File: src/rtl/bytelane_pkg.sv
package bytelane_pkg;
  localparam int LANES   = 2;
  localparam int LANE_LO = 0;
  localparam int LANE_HI = 1;
  localparam int BYTE_W  = 8;

  // byte span of a region whose chips have wbits address lines each
  function automatic longint region_span(input int wbits);
    return longint'(1) << (wbits + 1);
  endfunction

  function automatic bit base_aligned(input longint base, input int wbits);
    return (base % region_span(wbits)) == 0;
  endfunction

  function automatic bit spans_disjoint(input longint b0, input int w0,
                                        input longint b1, input int w1);
    return (b0 + region_span(w0) <= b1) || (b1 + region_span(w1) <= b0);
  endfunction
endpackage

File: src/rtl/bl_region_match.sv
module bl_region_match #(
  parameter int          WADDR_W = 23,
  parameter int          WBITS   = 16,
  parameter logic [23:0] BASE    = 24'h480000
) (
  input  logic [WADDR_W-1:0] waddr,
  output logic               hit,
  output logic [WBITS-1:0]   chip_addr
);
  localparam int TAG_W = WADDR_W - WBITS;
  localparam logic [TAG_W-1:0] TAG = BASE[WADDR_W:WBITS+1];

  always_comb begin
    hit       = (waddr[WADDR_W-1:WBITS] == TAG);
    chip_addr = waddr[WBITS-1:0];
  end
endmodule

File: src/rtl/bl_lane_ctl.sv
module bl_lane_ctl
  import bytelane_pkg::*;
#(
  parameter bit WRITABLE = 1'b1
) (
  input  logic             hit,
  input  logic [LANES-1:0] be_n,
  input  logic             rd_n,
  input  logic             wr_n,
  output logic [LANES-1:0] cs_n,
  output logic [LANES-1:0] oe_n,
  output logic [LANES-1:0] we_n
);
  logic is_read;
  logic is_write;

  assign is_read  = !rd_n && wr_n;
  assign is_write = !wr_n && WRITABLE;

  for (genvar l = 0; l < LANES; l++) begin : g_lane
    logic lane_sel;
    assign lane_sel = hit && !be_n[l];
    assign cs_n[l]  = !lane_sel;
    assign oe_n[l]  = !(lane_sel && is_read);
    assign we_n[l]  = !(lane_sel && is_write);
  end

  always_comb begin
    AST_OE_WE_APART: assert ((oe_n | we_n) == '1);
  end
endmodule

File: src/rtl/bl_read_steer.sv
module bl_read_steer
  import bytelane_pkg::*;
(
  input  logic [LANES-1:0]        ram_oe_n,
  input  logic [LANES-1:0]        rom_oe_n,
  input  logic [LANES*BYTE_W-1:0] ram_rdata,
  input  logic [LANES*BYTE_W-1:0] rom_rdata,
  output logic [LANES*BYTE_W-1:0] cpu_rdata
);
  for (genvar l = 0; l < LANES; l++) begin : g_lane
    always_comb begin
      if (!ram_oe_n[l])
        cpu_rdata[l*BYTE_W +: BYTE_W] = ram_rdata[l*BYTE_W +: BYTE_W];
      else if (!rom_oe_n[l])
        cpu_rdata[l*BYTE_W +: BYTE_W] = rom_rdata[l*BYTE_W +: BYTE_W];
      else
        cpu_rdata[l*BYTE_W +: BYTE_W] = '0;
    end
  end
endmodule

File: src/rtl/bytelane_decoder.sv
module bytelane_decoder
  import bytelane_pkg::*;
#(
  parameter int          WADDR_W   = 23,
  parameter int          RAM_WBITS = 16,
  parameter logic [23:0] RAM_BASE  = 24'h480000,
  parameter int          ROM_WBITS = 14,
  parameter logic [23:0] ROM_BASE  = 24'h300000
) (
  input  logic [WADDR_W-1:0]   cpu_waddr,
  input  logic                 cpu_ube_n,
  input  logic                 cpu_lbe_n,
  input  logic                 cpu_rd_n,
  input  logic                 cpu_wr_n,
  input  logic [15:0]          cpu_wdata,
  output logic [15:0]          cpu_rdata,
  output logic [RAM_WBITS-1:0] ram_addr,
  output logic [1:0]           ram_cs_n,
  output logic [1:0]           ram_oe_n,
  output logic [1:0]           ram_we_n,
  output logic [7:0]           ram_hi_wdata,
  output logic [7:0]           ram_lo_wdata,
  input  logic [7:0]           ram_hi_rdata,
  input  logic [7:0]           ram_lo_rdata,
  output logic [ROM_WBITS-1:0] rom_addr,
  output logic [1:0]           rom_cs_n,
  output logic [1:0]           rom_oe_n,
  output logic [1:0]           rom_we_n,
  input  logic [7:0]           rom_hi_rdata,
  input  logic [7:0]           rom_lo_rdata,
  output logic                 unmapped
);
  logic [LANES-1:0] be_n;
  logic             ram_hit;
  logic             rom_hit;

  assign be_n[LANE_HI] = cpu_ube_n;
  assign be_n[LANE_LO] = cpu_lbe_n;

  initial begin
    AST_RAM_ALIGNED: assert (base_aligned(longint'(RAM_BASE), RAM_WBITS))
      else $error("RAM base not aligned to its size");
    AST_ROM_ALIGNED: assert (base_aligned(longint'(ROM_BASE), ROM_WBITS))
      else $error("ROM base not aligned to its size");
    AST_NO_OVERLAP: assert (spans_disjoint(longint'(RAM_BASE), RAM_WBITS,
                                           longint'(ROM_BASE), ROM_WBITS))
      else $error("regions overlap");
  end

  bl_region_match #(.WADDR_W(WADDR_W), .WBITS(RAM_WBITS), .BASE(RAM_BASE)) u_ram_match (
    .waddr(cpu_waddr), .hit(ram_hit), .chip_addr(ram_addr)
  );

  bl_region_match #(.WADDR_W(WADDR_W), .WBITS(ROM_WBITS), .BASE(ROM_BASE)) u_rom_match (
    .waddr(cpu_waddr), .hit(rom_hit), .chip_addr(rom_addr)
  );

  bl_lane_ctl #(.WRITABLE(1'b1)) u_ram_ctl (
    .hit(ram_hit), .be_n(be_n), .rd_n(cpu_rd_n), .wr_n(cpu_wr_n),
    .cs_n(ram_cs_n), .oe_n(ram_oe_n), .we_n(ram_we_n)
  );

  bl_lane_ctl #(.WRITABLE(1'b0)) u_rom_ctl (
    .hit(rom_hit), .be_n(be_n), .rd_n(cpu_rd_n), .wr_n(cpu_wr_n),
    .cs_n(rom_cs_n), .oe_n(rom_oe_n), .we_n(rom_we_n)
  );

  bl_read_steer u_steer (
    .ram_oe_n(ram_oe_n), .rom_oe_n(rom_oe_n),
    .ram_rdata({ram_hi_rdata, ram_lo_rdata}),
    .rom_rdata({rom_hi_rdata, rom_lo_rdata}),
    .cpu_rdata(cpu_rdata)
  );

  assign ram_hi_wdata = ram_we_n[LANE_HI] ? 8'h00 : cpu_wdata[15:8];
  assign ram_lo_wdata = ram_we_n[LANE_LO] ? 8'h00 : cpu_wdata[7:0];
  assign unmapped     = !(cpu_ube_n && cpu_lbe_n) && !ram_hit && !rom_hit;

  always_comb begin
    AST_ONE_REGION: assert (!((ram_cs_n != 2'b11) && (rom_cs_n != 2'b11)));
    AST_HI_NEEDS_UBE: assert (cpu_ube_n == 1'b0 || (ram_cs_n[1] && rom_cs_n[1]));
    AST_LO_NEEDS_LBE: assert (cpu_lbe_n == 1'b0 || (ram_cs_n[0] && rom_cs_n[0]));
    AST_ROM_NO_WRITE: assert (rom_we_n == 2'b11);
    AST_UNMAPPED_QUIET: assert (!unmapped || (ram_cs_n == 2'b11 && rom_cs_n == 2'b11));
  end
endmodule

File: config.mk
export PLATFORM = sky130hd
export DESIGN_NAME = bytelane_decoder
export DESIGN_NICKNAME = d
export VERILOG_FILES = /design/src/rtl/bytelane_pkg.sv /design/src/rtl/bl_region_match.sv /design/src/rtl/bl_lane_ctl.sv /design/src/rtl/bl_read_steer.sv /design/src/rtl/bytelane_decoder.sv
export SDC_FILE = /design/constraint.sdc
export NUM_CORES = 1
export LEC_CHECK = 0
export BUFFER_PORTS_ARGS = -buffer_cell sky130_fd_sc_hd__buf_2
export CAP_MARGIN = 10
export CORE_AREA = 2 2 58 60
export DETAILED_ROUTE_END_ITERATION = 12
export DIE_AREA = 0 0 60 62
export PLACE_DENSITY_LB_ADDON = 0.15
export SLEW_MARGIN = 10
export SYNTH_ARGS = -nofsm -noshare
export SYNTH_HDL_FRONTEND = slang
export SYNTH_SLANG_ARGS = --single-unit
File: constraint.sdc
create_clock -name vclk -period 2.95
set_input_delay 0.59 -clock vclk [all_inputs]
set_output_delay 0.59 -clock vclk [all_outputs]
set_load 0.005 [all_outputs]
==> results.md <==
* Routed Antenna Nets at 0
* Setup CP Type: input pin to primary output
* Synth Area in XOR/XNOR at 0
* Fin. max-slew vios at 0
* DIE HEIGHT at ~62 um
* Post-synthesis cell type count at 23
* Unrepaired setup endpoints after global routing: false
* Critical Path Start: cpu_waddr[22]
* Synthesized-area fraction occupied by adder cells at 0
* Largest net degree at the start of global routing at 18
* Synth top area cells: buf_4 33%, a32oi_1 19%, and2_1 14%, nor2_1 8.7%, nor4b_2 4.1%
* Power Density at approximately 63 nW/um2
* Synth warnings at 0
* Core footprint at ~3200 um2
* Synthesized instance count at between 100 and 150
* Nature of the critical path startpoint: input pin
* HP Class: input pin to primary output
* Post-CTS Resized at 0
* CP Cell Sequence: buf_2, or3_4, or4b_1, buf_4, nor2_1, buf_2
* Row count at 21
* Final hold violations at 0
* Mux cell area share after synthesis at 0
* Fin cells at about 230
* FILL cells at between 300 and 400
* Register area share after synthesis at 0
* Peak VDD IR at about 0.019 mV
* Run status: finished clean
* DRC at 0
* Initial core utilization at 0.232
* Cell taking the most area after synthesis: buf_4
* Crit-path max cell delay at about 0.61 ns
* Drt total wl at 2640 um
* Avg Vias per Cell at 4.48
* Dpl ws at between 0.2 and 0.25 ns
* Slew @ Worst Pin at around 0.57 ns
* Postcts setup bufs at 0
* Fin nets at between 200 and 300
* Final setup vio count at 0
* CLK BUF at 0
* Share of layout cells above drive strength 1 at 0.638
* Final setup TNS at 0 ns
* PortBufs at around 110
* Hold buffer count at CTS at 0
* First-pass GRT wire length at 3610 um
* Compound-Gate Fraction of Synth Area at 0.204
* IO Pins at 150
* Lkg Pwr at between 0.5 and 0.6 nW
* Sequential cells at 0
* Layout area overhead at 53.7%
* Final WS setup at ~0.23 ns
* Die area at around 3700 um2
* Hpwl dp at between 2000 and 2500 um
* Average cell area after synthesis at 6.64 um2
* DR vias at a little over 1k
* Fin util at 0.356
* Most used cell along the critical path: buf_2
* Arr. time, crit path at 2.13 ns
* Worst Hold Margin at 1.18 ns
* Max_slew headroom at 0.619
* Critical Path Sink Type: primary output
* Required time worst endpoint at between 2 and 2.5 ns
* Per-cell routed wire length at between 10 and 15 um
* Maxcap violations at 0
* Synth top area share at 0.326
* Total GRT Usage at 0.120
* DR iter-0 viols at 40
* WHS Path Cells at 0
* Placer Congestion at roughly 0.67
* Critical path's slowest cell: or4b_1
* Die width at approximately 60 um
* CP Capture Point: cpu_rdata[8]
* Initial antenna violation count at 0
* Minimum clock period at approximately 2.7 ns
* Antenna Cells at 0
* Tcrit/Tclk final at 0.923
* Max frequency at 367 MHz
* Post-Synth Simple-Gate Area at 0.423
* Largest family of logic cells by synthesized area: simple AND/OR/NAND/NOR gates
* Inst Count DP at about 230
* Number of global-route vias before repair at ~850
* Seq. cell area at 0 um2
* Cell Area, Synth at between 700 and 800 um2
* Max FO, Critical Path at 6
* Global route overflow at 0
* TritonRoute pass-1 iters at 4
-- per-stage QoR --
step,instance area [um2],total power [mW]
detailed placement,1130,0.0718
CTS,1130,0.0722
floorplan,741,0.0520
global route,1130,0.0789
global placement,1130,0.0699
finish,1130,0.0715
-- cells in the mapped netlist, types with 2 or more instances --
cell      instances
nand2_1           4
a32oi_1          16
inv_1             2
and2_1           16
nor2_1           17
nor4b_2           2
clkbuf_1          4
or2_2             2
nor4bb_1          2
buf_4            32
or3_1             2
-- final cells by class --
class                      instances  area [um2]  share of cell area
tap                               46        57.6              0.0508
inverter                           2        7.51             0.00663
timing repair buffer             111         568               0.502
multi-input combinational         72         499               0.441
-- report_power, final --
part	total [mW]	leakage (nW)	switching [mW]	internal, mW
combinational	0.0715	0.595	0.0303	0.0411
sequential	0	0	0	0
clock	0	0	0	0
-- layer usage --
| layer | vias up | GRT usage | part of all wire | wire length [um] |
|---|---|---|---|---|
| met5 | - | 0 | 0 | 0 |
| met4 | 0 | 0.00952 | 0.0015 | 4 |
| met3 | 2 | 0.0207 | 0.085 | 225 |
| met2 | 61 | 0.230 | 0.52 | 1380 |
| met1 | 462 | 0.144 | 0.39 | 1030 |
| li1 | 511 | - | - | - |
-- how the worst min path moves through the flow --
stage / startpoint / end / slack (ns)
finish: cpu_waddr[1] / ram_addr[1] / 1.18
global route: cpu_waddr[9] / ram_addr[9] / 1.18
CTS: cpu_waddr[0] / rom_addr[0] / 1.18
detailed placement: cpu_waddr[0] / rom_addr[0] / 1.18
global placement: cpu_waddr[0] / rom_addr[0] / 1.18
floorplan: cpu_waddr[0] / ram_addr[0] / 1.26
-- cell families after synthesis --
logic type | Yosys count
simple gates | 53
buf+inv | 40
compound gates | 17
other cells | 1
-- worst max-delay path: cells and delay by family --
family / cells / cell delay, ns
and+or+nand+nor: 3 / 1.12
buffers and inverters: 3 / 0.42
-- placed cells by master (no fill, tap or decap), drive strengths merged --
master / synthesis / final
inv: 2 / 2
nor2: 17 / 17
and2: 16 / 16
buf: 34 / 111
o211a: 1 / 1
or3: 3 / 3
or2: 3 / 3
nand2b: 1 / 1
conb: 1 / 2
nor4b: 2 / 2
or4b: 1 / 1
nand4: 1 / 1
nand3: 1 / 1
a32oi: 16 / 16
nor3: 1 / 1
nand2: 4 / 4
nor4bb: 2 / 2
nor3b: 1 / 1
(Power assumes the default switching activity.)
